### config.mk
export PLATFORM = sky130hd
export DESIGN_NAME = sleep_wake_ctrl
export DESIGN_NICKNAME = d
export VERILOG_FILES = /design/src/rtl/sw_pkg.sv /design/src/rtl/sw_sync.sv /design/src/rtl/sw_pin_watch.sv /design/src/rtl/sw_flags.sv /design/src/rtl/sw_pwr_seq.sv /design/src/rtl/sleep_wake_ctrl.sv
export SDC_FILE = /design/constraint.sdc
export NUM_CORES = 1
export LEC_CHECK = 0
export CORE_MARGIN = 2
export CORE_UTILIZATION = 52
export CTS_CLUSTER_SIZE = 40
export DETAILED_ROUTE_END_ITERATION = 10
export PLACE_DENSITY = 0.78
export REMOVE_ABC_BUFFERS = 1
export SETUP_SLACK_MARGIN = 0.2
export SYNTH_ARGS = -nofsm -noshare
export SYNTH_HDL_FRONTEND = slang
export SYNTH_SLANG_ARGS = --single-unit
### constraint.sdc
create_clock -name clk_i -period 3.17 [get_ports clk_i]
set_clock_uncertainty 0.1 [all_clocks]
set_input_delay 0.317 -clock clk_i [delete_from_list [all_inputs] [get_ports clk_i]]
set_output_delay 0.317 -clock clk_i [all_outputs]
set_load 0.02 [all_outputs]
### src/rtl/sw_pkg.sv
package sw_pkg;
  typedef struct packed {
    logic to;
    logic pd;
    logic pcw;
  } flags_t;

  localparam flags_t FLAGS_POR = '{to: 1'b1, pd: 1'b1, pcw: 1'b0};
endpackage

### src/rtl/sw_sync.sv
module sw_sync #(
  parameter int W = 1
) (
  input  logic         clk_i,
  input  logic         rst_ni,
  input  logic [W-1:0] d_i,
  output logic [W-1:0] q_o
);
  for (genvar i = 0; i < W; i++) begin : g_bit
    logic s1, s2;
    always_ff @(posedge clk_i or negedge rst_ni) begin
      if (!rst_ni) begin
        s1 <= 1'b0;
        s2 <= 1'b0;
      end else begin
        s1 <= d_i[i];
        s2 <= s1;
      end
    end
    assign q_o[i] = s2;
  end
endmodule

### src/rtl/sw_pin_watch.sv
module sw_pin_watch #(
  parameter int W = 5
) (
  input  logic         clk_i,
  input  logic         rst_ni,
  input  logic         capture_i,
  input  logic [W-1:0] pins_i,
  output logic         diff_o
);
  logic [W-1:0] snap_q;

  always_ff @(posedge clk_i or negedge rst_ni) begin
    if (!rst_ni) snap_q <= '0;
    else if (capture_i) snap_q <= pins_i;
  end

  assign diff_o = |(pins_i ^ snap_q);

  // Right after capture, an unchanged pin set must compare equal.
  assert_snap_match_R8: assert property (@(posedge clk_i) disable iff (!rst_ni)
    ($past(capture_i) && $stable(pins_i)) |-> !diff_o);
endmodule

### src/rtl/sw_flags.sv
module sw_flags
  import sw_pkg::*;
(
  input  logic   clk_i,
  input  logic   rst_ni,
  input  logic   bor_i,
  input  logic   sleep_go_i,
  input  logic   clr_i,
  input  logic   wdt_hit_i,
  input  logic   pin_hit_i,
  output flags_t flags_o
);
  flags_t q;

  always_ff @(posedge clk_i or negedge rst_ni) begin
    if (!rst_ni) q <= FLAGS_POR;
    else if (bor_i) q <= FLAGS_POR;
    else if (sleep_go_i) q <= '{to: 1'b1, pd: 1'b0, pcw: 1'b0};
    else if (clr_i) begin
      q.to <= 1'b1;
      q.pd <= 1'b1;
    end else begin
      if (wdt_hit_i) q.to <= 1'b0;
      if (pin_hit_i) q.pcw <= 1'b1;
    end
  end

  assign flags_o = q;

  assert_sleep_flags_R2: assert property (@(posedge clk_i) disable iff (!rst_ni)
    (sleep_go_i && !bor_i) |=> (flags_o.to && !flags_o.pd && !flags_o.pcw));
  assert_clr_flags_R3: assert property (@(posedge clk_i) disable iff (!rst_ni)
    (clr_i && !bor_i && !sleep_go_i) |=> (flags_o.to && flags_o.pd));
  assert_wdt_flags_R4: assert property (@(posedge clk_i) disable iff (!rst_ni)
    (wdt_hit_i && !bor_i && !sleep_go_i && !clr_i) |=> (!flags_o.to && $stable(flags_o.pd)));
  assert_bor_flags_R9: assert property (@(posedge clk_i) disable iff (!rst_ni)
    bor_i |=> (flags_o.to && flags_o.pd && !flags_o.pcw));
endmodule

### src/rtl/sw_pwr_seq.sv
module sw_pwr_seq #(
  parameter int RST_HOLD = 2
) (
  input  logic clk_i,
  input  logic rst_ni,
  input  logic sleep_go_i,
  input  logic wake_i,
  input  logic rst_ev_i,
  input  logic clr_i,
  output logic sleeping_o,
  output logic osc_en_o,
  output logic core_rst_o,
  output logic wdt_clr_o
);
  localparam int CW = $clog2(RST_HOLD + 1);
  localparam logic [CW-1:0] HOLD_V = CW'(RST_HOLD);

  logic [CW-1:0] cnt_q;

  always_ff @(posedge clk_i or negedge rst_ni) begin
    if (!rst_ni) begin
      sleeping_o <= 1'b0;
      osc_en_o   <= 1'b1;
      wdt_clr_o  <= 1'b0;
      cnt_q      <= HOLD_V;
    end else begin
      wdt_clr_o <= sleep_go_i | wake_i | clr_i;
      if (wake_i) begin
        sleeping_o <= 1'b0;
        osc_en_o   <= 1'b1;
      end else if (sleep_go_i) begin
        sleeping_o <= 1'b1;
        osc_en_o   <= 1'b0;
      end
      if (wake_i || rst_ev_i) cnt_q <= HOLD_V;
      else if (cnt_q != '0) cnt_q <= cnt_q - 1'b1;
    end
  end

  assign core_rst_o = (cnt_q != '0);

  assert_wake_rst_R10: assert property (@(posedge clk_i) disable iff (!rst_ni)
    $rose(osc_en_o) |-> (core_rst_o && wdt_clr_o));
  assert_wake_hold_R10: assert property (@(posedge clk_i) disable iff (!rst_ni)
    $rose(osc_en_o) |=> core_rst_o);
  assert_sleep_entry_R2: assert property (@(posedge clk_i) disable iff (!rst_ni)
    $rose(sleeping_o) |-> (!osc_en_o && wdt_clr_o));
endmodule

### src/rtl/sleep_wake_ctrl.sv
module sleep_wake_ctrl
  import sw_pkg::*;
#(
  parameter int NPINS    = 5,
  parameter int RST_HOLD = 2
) (
  input  logic             clk_i,
  input  logic             rst_ni,
  input  logic             brownout_i,
  input  logic             ext_rst_i,
  input  logic             wdt_to_i,
  input  logic             wdt_en_i,
  input  logic             sleep_i,
  input  logic             clrwdt_i,
  input  logic             pcw_en_i,
  input  logic [NPINS-1:0] pins_i,
  output logic             to_flag_o,
  output logic             pd_flag_o,
  output logic             pcw_flag_o,
  output logic             wdt_clr_o,
  output logic             osc_en_o,
  output logic             core_rst_o,
  output logic             sleeping_o
);
  logic             ext_s;
  logic [NPINS-1:0] pins_s;
  logic             pin_diff;
  logic             wdt_ev, busy, pin_wake, wake, sleep_go, clr_go, rst_ev;
  flags_t           flags;

  sw_sync #(.W(1)) i_ext_sync (
    .clk_i(clk_i), .rst_ni(rst_ni), .d_i(ext_rst_i), .q_o(ext_s)
  );

  sw_sync #(.W(NPINS)) i_pin_sync (
    .clk_i(clk_i), .rst_ni(rst_ni), .d_i(pins_i), .q_o(pins_s)
  );

  // Event decode: brown-out first, then reset sources, then instructions.
  assign wdt_ev   = wdt_to_i & wdt_en_i;
  assign busy     = core_rst_o | ext_s;
  assign pin_wake = sleeping_o & pcw_en_i & pin_diff;
  assign wake     = sleeping_o & (brownout_i | wdt_ev | ext_s | pin_wake);
  assign sleep_go = ~sleeping_o & sleep_i & ~busy & ~wdt_ev & ~brownout_i;
  assign clr_go   = ~sleeping_o & clrwdt_i & ~busy & ~wdt_ev & ~brownout_i & ~sleep_i;
  assign rst_ev   = brownout_i | ext_s | (~sleeping_o & wdt_ev);

  sw_pin_watch #(.W(NPINS)) i_pin_watch (
    .clk_i(clk_i), .rst_ni(rst_ni), .capture_i(sleep_go),
    .pins_i(pins_s), .diff_o(pin_diff)
  );

  sw_flags i_flags (
    .clk_i(clk_i), .rst_ni(rst_ni), .bor_i(brownout_i), .sleep_go_i(sleep_go),
    .clr_i(clr_go), .wdt_hit_i(wdt_ev), .pin_hit_i(pin_wake), .flags_o(flags)
  );

  sw_pwr_seq #(.RST_HOLD(RST_HOLD)) i_pwr_seq (
    .clk_i(clk_i), .rst_ni(rst_ni), .sleep_go_i(sleep_go), .wake_i(wake),
    .rst_ev_i(rst_ev), .clr_i(clr_go), .sleeping_o(sleeping_o),
    .osc_en_o(osc_en_o), .core_rst_o(core_rst_o), .wdt_clr_o(wdt_clr_o)
  );

  assign to_flag_o  = flags.to;
  assign pd_flag_o  = flags.pd;
  assign pcw_flag_o = flags.pcw;

  assert_ext_keep_R5: assert property (@(posedge clk_i) disable iff (!rst_ni)
    (ext_s && !sleeping_o && !brownout_i && !wdt_ev) |=>
      ($stable(to_flag_o) && $stable(pd_flag_o) && $stable(pcw_flag_o) && !sleeping_o));
  assert_pcw_rise_R8: assert property (@(posedge clk_i) disable iff (!rst_ni)
    $rose(pcw_flag_o) |-> ($past(sleeping_o) && $past(pcw_en_i)));
  assert_asleep_ignore_R12: assert property (@(posedge clk_i) disable iff (!rst_ni)
    (sleeping_o && !wake) |=> (sleeping_o && $stable(to_flag_o) && $stable(pd_flag_o)));
endmodule

Yosys cells after proc, flatten, opt, wreduce, memory -nomap -nowiden
Index checks and enable logic that the tools add are counted.
{"block": "word_totals", "out_inout_bits": 7, "wordCells": 72, "reg_bits": 25, "inputBits": 14}
{"block": "classes", "eq_ne": 1, "addsub": 1, "n_mux": 13, "n_bitwise": 28, "reduce_logical": 9}
{"cell": "AND 1 bit", "n": 14}
{"cell": "2-to-1 mux 1 bit", "n": 9}
{"cell": "OR 1 bit", "n": 8}
{"cell": "2-to-1 mux 3 bit", "n": 2}
{"cell": "nonzero test 2 bit", "n": 3}
{"cell": "nonzero test 3 bit", "n": 2}
{"cell": "inverter 1 bit", "n": 5}
{"cell": "OR reduction 5 bit", "n": 1}
{"cell": "XOR 5 bit", "n": 1}
{"cell": "2-to-1 mux 2 bit", "n": 2}
{"cell": "nonzero test 4 bit", "n": 1}
{"cell": "!= test 3 x 2 -> 1 bit (second input constant)", "n": 1}
{"cell": "AND reduction 2 bit", "n": 1}
{"cell": "subtractor 2 x 1 -> 2 bit (second input constant)", "n": 1}
{"cell": "logical OR 1 bit", "n": 1}

Depth between registers and ports, before layout
Gate-level depths: netlist (run 1).
{"block": "logic_depth", "depth_word": 10, "depth_mapped": 6, "ltp_nobuf": 6}

By module
A second synthesis (run 1) with hierarchy kept.
{"block": "hier_totals", "hier_cells": 75, "hier_area_um2": 972.2}
{"mod": "sw_sync (i_pin_sync)", "instances": 1, "area_per_inst_um2": 287.8, "cells_each": 15, "seq_area_each_um2": 250.2}
{"mod": "sw_pin_watch", "instances": 1, "area_per_inst_um2": 235.2, "cells_each": 17, "seq_area_each_um2": 125.1}
{"mod": "sw_pwr_seq", "instances": 1, "area_per_inst_um2": 212.7, "cells_each": 20, "seq_area_each_um2": 127.6}
{"mod": "sw_flags", "instances": 1, "area_per_inst_um2": 120.1, "cells_each": 11, "seq_area_each_um2": 77.6}
{"mod": "sleep_wake_ctrl", "instances": 1, "area_per_inst_um2": 66.3, "cells_each": 10, "seq_area_each_um2": 0.0}
{"mod": "sw_sync (i_ext_sync)", "instances": 1, "area_per_inst_um2": 50.0, "cells_each": 2, "seq_area_each_um2": 50.0}

Least setup slack after synthesis (run 1)
OpenSTA, ideal clock, no wires.
{"block": "synth_path", "path_type": "reg2reg", "start": "register i_pwr_seq.cnt_q[1]", "end": "register i_pin_watch.snap_q[0]", "stages_incl_launch_ff": 7, "required_time_ps": 2945, "path_slack_ps": 1610, "n_path_buf": 0, "period_less_slack_ps": 1560, "t_arrival_ps": 1335, "setup_time_ps": 125, "cell_sequence": "dfstp_2 -> inv_1 -> ha_1 -> nor2b_4 -> nand2_4 -> nor2_8 -> mux2_4"}
{"block": "synth_between", "elab_chain_cells": 6}
{"element": "start: declaration", "line_no": "sw_pwr_seq.sv:18", "text": "logic [CW-1:0] cnt_q;"}
{"element": "start signal: assignment", "line_no": "sw_pwr_seq.sv:36", "text": "else if (cnt_q != '0) cnt_q <= cnt_q - 1'b1;"}
{"element": "nonzero test 2 bit", "line_no": "sw_pwr_seq.sv:40", "text": "assign core_rst_o = (cnt_q != '0);"}
{"element": "OR 1 bit", "line_no": "sleep_wake_ctrl.sv:41", "text": "assign busy = core_rst_o | ext_s;"}
{"element": "inverter 1 bit", "line_no": "sleep_wake_ctrl.sv:44", "text": "assign sleep_go = ~sleeping_o & sleep_i & ~busy & ~wdt_ev & ~brownout_i;"}
{"element": "AND 1 bit (3 in series)", "line_no": "sleep_wake_ctrl.sv:44"}
{"element": "end signal: assignment", "line_no": "sw_pin_watch.sv:14", "text": "else if (capture_i) snap_q <= pins_i;"}
{"element": "end: declaration", "line_no": "sw_pin_watch.sv:10", "text": "logic [W-1:0] snap_q;"}
No other way between the ends.
A chain may end at the register's enable or synchronous reset.

Worst setup path after layout (run 1)
{"block": "layout_path", "start": "register i_pwr_seq.cnt_q[1]", "end": "output port core_rst_o"}
{"block": "layout_between", "elab_chain_cells": 1}
{"element": "nonzero test 2 bit", "line_no": "sw_pwr_seq.sv:40"}
{"element": "end: declaration", "line_no": "sleep_wake_ctrl.sv:22", "text": "output logic core_rst_o,"}
No other way between the ends.

==> key figures, run 1 <==
Die
  – Initial Util: 0.570
  – Core Area: 1760 um2
  – Die footprint: 2300 um2
  – Boundary pin count: 21
  – Chip width: roughly 48 um
  – Die Ht: 48.0 um
  – Rows: 15

Synth
  – Syn Area/Cell: 14.2 um2
  – Cell Area, Synth: 1010 um2
  – Mapped Cells: just over 70
  – Area share of the largest cell type after synthesis: 0.522
  – Yosys warning count: 0
  – Leading post-synthesis cells by cell area: dfrtp_1 (52%), dfstp_2 (10%), mux2_4 (7.5%), xor2_1 (5.2%), nor2_8 (2.0%)
  – Seq cells post-synth: 25
  – Synth area leader: dfrtp_1
  – Seq/Total Area, Yosys: 0.627
  – Ys flop type: dfrtp_1
  – Synth unique cells: 25
  – Post-synth EDFFs: 0
  – Asr flop ratio synth: 1.00

Setup path
  – Most numerous cell on the critical path: inv_1
  – Max incr delay on CP: 600 ps
  – Slowest-stage cell, CP: clkdlybuf4s50_1
  – Crit end category: output port
  – Critical Path Start Type: flip-flop
  – Crit path required time: 2750 ps
  – CP Max Fanout: 4
  – Critical path cell sequence: inv_1 -> ha_1 -> inv_1 -> clkdlybuf4s50_1
  – Worst EP arrival: 1790 ps
  – WS Path Type: flip-flop to output port

Routing
  – Final wirelength: 1460 um
  – Drt first pass iters: 4
  – DRC viols: 0
  – DR iter-0 viols: 12
  – Average wire per standard cell: 12.1 um
  – Routed Antenna Nets: 0
  – Vias per inst: just under 5
  – Via count: 586

GRT
  – Vias in the first global route: 547
  – First-pass GRT wire length: 2260 um
  – All-Layer GR Usage: 0.147
  – Initial antenna violation count: 0
  – Largest net degree at the start of global routing: 26
  – Grt total ovfl: 0

CTS
  – H-tree levels: 1
  – CTS Buffer Depth: 2
  – Cts bufs inserted: 3
  – Clk root buf: clkbuf_4
  – Setup Buffers After CTS: 0
  – CTS tree: yes
  – Clk_lat worst skew: 300 ps
  – Post-CTS Resized: 0
  – Clock sinks: 25
  – CTS Hold Bufs: 0
  – Reg clk slew, reported paths: 120 ps

Power
  – Max rail drop VDD: 417 uV
  – Power Dens Cells: about 480 nW/um2
  – Pleak: approximately 0.00059 uW

Timing
  – RSZ-0062 raised after global routing: no
  – Total negative slack: 0 ps
  – Final Critical Period: 2210 ps
  – Final hold viol count: 0
  – Max-slew headroom: 0.306
  – Slew Limit Fails: 0
  – Worst Tran Pin Value: 1040 ps
  – Period utilization: 0.697
  – # setup viols final: 0
  – Max Clk Rate: 0.452 GHz

Layout
  – Filler instances: 146
  – Layout cells sized above 1: 0.219
  – Post-layout instance area: 1270 um2
  – Commonest cells after routing, fill and taps aside: dfrtp_1 (21), clkdlybuf4s50_1 (20), xor2_1 (6)
  – Most common cell after layout, fill and taps aside: dfrtp_1
  – Synthesis-to-finish area growth: 26.4%
  – N_diodes: 0
  – Final net count: 112

Status
  – Run status: completed

Place
  – DP Area: roughly 1200 um2
  – GP Congestion: 0.726
  – Port bufs: 20
  – Post-detail-place hpwl: 1120 um

Run
  – MaxCap Viol Count: 0

Min path
  – Hold crit path type: flip-flop to flip-flop
==> worst max-delay path, delay by kind of cell, from the launching register on <==
family	cells	cell delay [ps]
buf+inv	3	740
fa+ha+maj	1	220
flops	1	530
==> cell type report <==
class / count / area [um2] / share of cell area
well taps: 25 / 31.3 / 0.0246
clock buffers: 4 / 26.3 / 0.0207
repair buffers: 21 / 208 / 0.163
inverters: 3 / 11.3 / 0.00886
multi-input cells: 43 / 364 / 0.286
flip-flops and latches: 25 / 631 / 0.496
==> state kept, by name, summed over array words and instances (netlist names) <==
register,flops
i_ext_sync.g_bit.s1,1
i_ext_sync.q_o,1
i_flags.flags_o,3
i_pin_sync.g_bit.s1,5
i_pin_sync.g_bit.s2,5
i_pin_watch.snap_q,5
i_pwr_seq.cnt_q,2
i_pwr_seq.osc_en_o,1
i_pwr_seq.sleeping_o,1
i_pwr_seq.wdt_clr_o,1
==> stage by stage <==
step	hold slack (ps)	std cells	worst slack [ps]	total power [uW]	util
4_1_cts	268	121	941	622	0.721
3_3_place_gp	234	117	1320	487	0.706
2_1_floorplan	-78.6	71	1610	441	-
6_report	263	121	959	612	0.721
3_5_place_dp	240	117	1280	490	0.706
5_1_grt	271	121	858	645	0.721
==> kinds of logic (layout without fill, tap and decap cells) <==
family | after synthesis | count (layout) | share of synthesized area
compound gates | 14 | 14 | 0.0895
xor+xnor | 6 | 6 | 0.0522
fa+ha+maj | 1 | 1 | 0.0124
buf+inv | 3 | 28 | 0.0112
flops | 25 | 25 | 0.627
mux | 6 | 6 | 0.0846
simple gates | 16 | 16 | 0.123
==> Yosys cell counts, types with 2 or more instances <==
master     n
dfstp_2    4
nor2_1     3
mux2_4     5
o21ai_0    3
o21bai_1   2
a31oi_1    2
inv_1      3
dfrtp_1   21
xor2_1     6
a21oi_1    3
nand2_1    5
==> where the power goes <==
group          total [uW]  internal (uW)  switching [uW]  leakage [uW]
clock network         130           49.0            80.5     0.0000150
registers             370            352            18.0      0.000303
logic                 112           64.8            47.7      0.000274
==> routing by layer <==
metal  vias up  part of all wire  GRT usage
met5         -                 0          0
met4         0            0.0082     0.0649
met3         2             0.033     0.0226
met2        12              0.51      0.256
met1       285              0.45      0.178
li1        287                 -          -
==> worst paths after layout <==
| check | startpoint | end | slack [ps] | depth (start not counted) |
|---|---|---|---|---|
| max | i_pwr_seq.cnt_q[1] | core_rst_o | 960 | 4 |
| min | i_pin_sync.g_bit[3].s1 | i_pin_sync.g_bit[3].s2 | 260 | 0 |
| max reg2reg | i_pwr_seq.cnt_q[0] | i_pin_watch.snap_q[0] | 1500 | 6 |
| min reg2reg | i_pin_sync.g_bit[3].s1 | i_pin_sync.g_bit[3].s2 | 260 | 0 |
| max in group asynchronous | rst_ni | i_flags.flags_o[1] | 1810 | 2 |
| min in group asynchronous | rst_ni | i_ext_sync.q_o | 470 | 1 |
(Power assumes the default switching activity.)
==> run 2, diff against run 1 <==
CORE_UTILIZATION = 48   (was 52)
PLACE_DENSITY = 0.73   (was 0.78)
clock period = 2.2 ns   (was 3.17 ns; I/O delays follow)
==> run 2 against run 1 <==
Net effect:
- register-to-register slack got worse by 970 ps
- wire length increased by 6.3%
- combinational power increased by 46%
- sequential share of layout area decreased by 0.097 points
- critical endpoint unchanged
==> key figures, run 2 (same netlist as run 1, synthesis figures left out) <==
Status
  – Run status: completed

CTS
  – H-tree levels: 1
  – CTS Buffer Depth: 2
  – Reg clk slew, reported paths: 130 ps
  – Clock sinks: 25
  – Setup Buffers After CTS: 0
  – Clk root buf: clkbuf_4
  – Cts bufs inserted: 3
  – Clk_lat worst skew: 310 ps
  – CTS tree: yes

Setup path
  – Critical Path Start Type: flip-flop
  – WS Path Type: flip-flop to output port
  – CP Max Fanout: 4
  – Crit path required time: between 1500 and 2000 ps
  – Worst EP arrival: 1570 ps
  – Crit end category: output port

GRT
  – First-pass GRT wire length: 2700 um
  – Initial antenna violation count: 0
  – Vias in the first global route: 626
  – All-Layer GR Usage: 0.146
  – Largest net degree at the start of global routing: 26
  – Grt total ovfl: 0

Die
  – Core Area: 1960 um2
  – Rows: 16
  – Initial Util: 0.513
  – Die footprint: approximately 2500 um2
  – Boundary pin count: 21
  – Die Ht: 49.8 um
  – Chip width: roughly 50 um

Routing
  – Drt first pass iters: 2
  – Routed Antenna Nets: 0
  – Vias per inst: 4.80
  – Via count: 590
  – DRC viols: 0
  – DR iter-0 viols: 1
  – Final wirelength: 1560 um
  – Average wire per standard cell: about 13 um

Layout
  – Commonest cells after routing, fill and taps aside: dfrtp_1 (21), clkdlybuf4s50_1 (19), xor2_1 (6)
  – Non-filler cells, final: 123
  – N_diodes: 0
  – Most common cell after layout, fill and taps aside: dfrtp_1
  – Top Registers: i_pin_sync.g_bit.s1 x5, i_pin_sync.g_bit.s2 x5, i_pin_watch.snap_q x5
  – Synthesis-to-finish area growth: 26.6%
  – Final net count: approximately 110
  – Filler instances: 162
  – Layout cells sized above 1: 0.229

Timing
  – Max Clk Rate: 0.528 GHz
  – Worst Tran Pin Value: approximately 300 ps
  – RSZ-0062 raised after global routing: no
  – Final hold viol count: 0
  – Final Critical Period: 1890 ps
  – Total negative slack: 0 ps
  – Period utilization: 0.860
  – # setup viols final: 0
  – Max-slew headroom: 0.797
  – Slew Limit Fails: 0

Place
  – GP Congestion: 0.768
  – Cells after DPL: roughly 120
  – Post-detail-place hpwl: 1200 um
  – Port bufs: 20

Run
  – MaxCap Viol Count: 0

Min path
  – Hold crit path type: input pin to asynchronous set/reset pin

Power
  – Max rail drop VDD: approximately 440 uV
  – Pleak: about 0.00059 uW
  – Power Dens Cells: 701 nW/um2
-- run 2: cell count changes in the layout (fill, tap and decap cells not counted), sizes merged --
cell	delta
clkdlybuf4s50	-1
clkbuf	-1
clkinv	+1
dlygate4sd2	+1
-- run 2: power by group --
part	internal (uW)	total, uW	leakage, uW	switching, uW
clock	67.9	197	0.0000177	129
sequential	508	532	0.000303	24.7
combinational	92.6	164	0.000273	71.1
total	668	893	0.000593	225
-- run 2: layout make-up --
type	count	area [um2]	area share
flip-flops and latches	25	631	0.495
multi-input cells	43	364	0.286
repair buffers	21	206	0.162
well taps	27	33.8	0.0265
clock buffers	3	22.5	0.0177
inverters	3	11.3	0.00884
clock inverters	1	5.00	0.00393
-- run 2: through the flow --
step / setup slack, ps / area [um2] / hold slack, ps / utilization / total power [uW]
after global routing: 219 / 1270 / 175 / 0.649 / 940
after detailed placement: 396 / 1250 / 235 / 0.636 / 708
after global placement: 445 / 1250 / 233 / 0.636 / 702
after floorplan: 640 / 1010 / -176 / - / 636
final: 307 / 1270 / 149 / 0.649 / 893
after CTS: 299 / 1270 / 157 / 0.649 / 904
-- run 2: what timing repair did --
action	in CTS	in global routing
hold buffers	0	0
gates resized for setup	1	0
endpoints found under the setup margin	1	0
-- run 2: routing by layer --
metal  vias up  global-route usage  share of wire
met3         4              0.0242          0.048
met5         -                   0              0
met1       285               0.182           0.43
met2        14               0.247           0.51
li1        287                   -              -
met4         0              0.0694          0.015
-- run 2: path summary, 6_finish.rpt --
| check | from | end | slack, ps | cells after the start |
|---|---|---|---|---|
| max | i_pwr_seq.cnt_q[1] | core_rst_o | 310 | 4 |
| min | rst_ni | i_pin_sync.g_bit[3].s2 | 150 | 2 |
| max reg2reg | i_pwr_seq.cnt_q[0] | i_pin_watch.snap_q[1] | 530 | 6 |
| min reg2reg | i_pin_sync.g_bit[0].s1 | i_pin_sync.g_bit[0].s2 | 260 | 0 |
| max in group asynchronous | rst_ni | i_flags.flags_o[1] | 1560 | 2 |
| min in group clk_i | pins_i[4] | i_pin_sync.g_bit[4].s1 | 230 | 1 |
-- run 2: critical path: stages (launching register included) --
cell           delay, ps
dfstp_2              540
inv_1                 50
ha_1                 220
inv_1                110
dlygate4sd2_1        340
==> run 3, diff against run 2 <==
CORE_UTILIZATION = 52   (was 48)
PLACE_DENSITY = 0.78   (was 0.73)
clock period = 2.3 ns   (was 2.2 ns; I/O delays follow)
==> run 3 against run 2 <==
Net effect:
- combinational power decreased by 5%
- core utilization increased by 7.1 points
- worst setup slack improved by 110 ps
- count of clock-buffer cells in the layout increased by 1
- first-iteration DRC count increased to 5.0 times the previous value
- global-route usage about the same
- wire length decreased by 10%
- power decreased by 5.0%
- highest routed layer unchanged
==> key figures, run 3 (same netlist as run 1, synthesis figures left out) <==
Setup path
  – Worst EP arrival: between 1500 and 2000 ps
  – CP Max Fanout: 4
  – R2R Setup Slk: 590 ps
  – Crit path required time: slightly below 2000 ps
  – Crit end category: output port
  – WS Path Type: flip-flop to output port
  – R2R cell count: 6
  – Critical R2R Launch: i_pwr_seq.cnt_q[0]
  – R2R Path End: i_pin_watch.snap_q[0]
  – Critical Path Start Type: flip-flop

Place
  – GP Congestion: 0.729
  – Cells after DPL: 117
  – Port bufs: 20
  – Post-detail-place hpwl: 1070 um
  – Pre-CTS setup slack: 499 ps

Die
  – Die footprint: 2300 um2
  – Boundary pin count: 21
  – Rows: 15
  – Initial Util: 0.570
  – Core Area: 1760 um2
  – Chip width: 48.0 um
  – Die Ht: 48.0 um

CTS
  – Clock sinks: 25
  – Clk_lat worst skew: 310 ps
  – CTS tree: yes
  – CTS Buffer Depth: 2
  – CTS Hold Bufs: 0
  – Clk root buf: clkbuf_4
  – Setup Buffers After CTS: 0
  – Cts bufs inserted: 3
  – H-tree levels: 1
  – Reg clk slew, reported paths: 120 ps

Routing
  – Average wire per standard cell: between 10 and 15 um
  – Drt first pass iters: 4
  – Vias per inst: ~4.8
  – Routed Antenna Nets: 0
  – DR iter-0 viols: 5
  – Final wirelength: 1400 um
  – Via count: just under 600
  – DRC viols: 0

Timing
  – Max-slew headroom: 0.809
  – Slew Limit Fails: 0
  – Period utilization: 0.817
  – RSZ-0062 raised after global routing: no
  – Worst Tran Pin Value: 284 ps
  – Total negative slack: 0 ps
  – Final worst slack: 422 ps
  – # setup viols final: 0
  – Final hold viol count: 0
  – Max Clk Rate: 0.532 GHz
  – Final Critical Period: ~1900 ps

Layout
  – Non-filler cells, final: about 120
  – Commonest cells after routing, fill and taps aside: dfrtp_1 (21), clkdlybuf4s50_1 (19), xor2_1 (6)
  – Top Registers: i_pin_sync.g_bit.s1 x5, i_pin_sync.g_bit.s2 x5, i_pin_watch.snap_q x5
  – Filler instances: 140
  – Layout cells sized above 1: 0.219
  – Final net count: between 100 and 150
  – Most common cell after layout, fill and taps aside: dfrtp_1
  – Final core utilization: 0.720
  – Synthesis-to-finish area growth: 26.2%
  – N_diodes: 0

GRT
  – Initial antenna violation count: 0
  – Largest net degree at the start of global routing: 26
  – Grt total ovfl: 0
  – First-pass GRT wire length: 2280 um
  – Vias in the first global route: 548
  – All-Layer GR Usage: 0.146

Power
  – Combinational share of power: 0.183
  – Switch share: 0.243
  – Switching power: 206 uW
  – P_int: approximately 640 uW
  – Final Power: 848 uW
  – Flop pwr share: 0.600
  – Max rail drop VDD: approximately 520 uV
  – Pleak: ~0.00059 uW
  – Clock share of power: 0.217
  – Power Dens Cells: 668 nW/um2

Run
  – MaxCap Viol Count: 0

Min path
  – Hold crit path type: input pin to asynchronous set/reset pin

Status
  – Run status: completed
-- run 3: what timing repair did --
action / 4_1_cts / 5_1_grt
gates resized for setup: 1 / 0
hold endpoints to repair: 0 / 0
endpoints found under the setup margin: 1 / 0
-- run 3: layout make-up --
cell class	instances	area, um2	area share
sequential	25	631	0.497
timing repair buffer	21	206	0.163
inverter	3	11.3	0.00887
tap	25	31.3	0.0246
clock buffer	4	26.3	0.0207
multi-input combinational	43	364	0.287
-- run 3: worst max-delay path by stage --
| stage | startpoint | end | slack, ps | depth (start not counted) |
|---|---|---|---|---|
| CTS | i_pwr_seq.cnt_q[1] | core_rst_o | 410 | 4 |
| global route | i_pwr_seq.cnt_q[1] | core_rst_o | 330 | 4 |
| floorplan | i_pwr_seq.cnt_q[1] | i_pin_watch.snap_q[0] | 740 | 6 |
| global placement | i_pwr_seq.cnt_q[1] | core_rst_o | 540 | 4 |
| detailed placement | i_pwr_seq.cnt_q[1] | core_rst_o | 500 | 4 |
| finish | i_pwr_seq.cnt_q[1] | core_rst_o | 420 | 4 |
-- run 3: power groups by stage --
| stage | logic (uW) | clock network [uW] | registers, uW |
|---|---|---|---|
| floorplan | 83.8 | 0 | 525 |
| global placement | 155 | 0 | 516 |
| detailed placement | 158 | 0 | 518 |
| CTS | 157 | 191 | 510 |
| global route | 172 | 208 | 513 |
| finish | 155 | 184 | 509 |
-- run 3: metal layers --
| metal | wire length [um] | track usage | vias to the layer above |
|---|---|---|---|
| met1 | 631 | 0.197 | 277 |
| met5 | 0 | 0 | - |
| li1 | - | - | 287 |
| met4 | 28 | 0.0811 | 0 |
| met3 | 41 | 0.0226 | 4 |
| met2 | 696 | 0.227 | 12 |
-- run 3: stage by stage --
step	hold WS (ps)	cell area, um2
global route	177	1270
floorplan	-166	1010
detailed placement	236	1240
finish	155	1270
global placement	233	1240
CTS	160	1270
-- run 3: critical path, cell delays in order, from the launching register on --
cell	delay, ps
dfstp_2	530
inv_1	50
ha_1	230
inv_1	90
dlygate4sd2_1	330
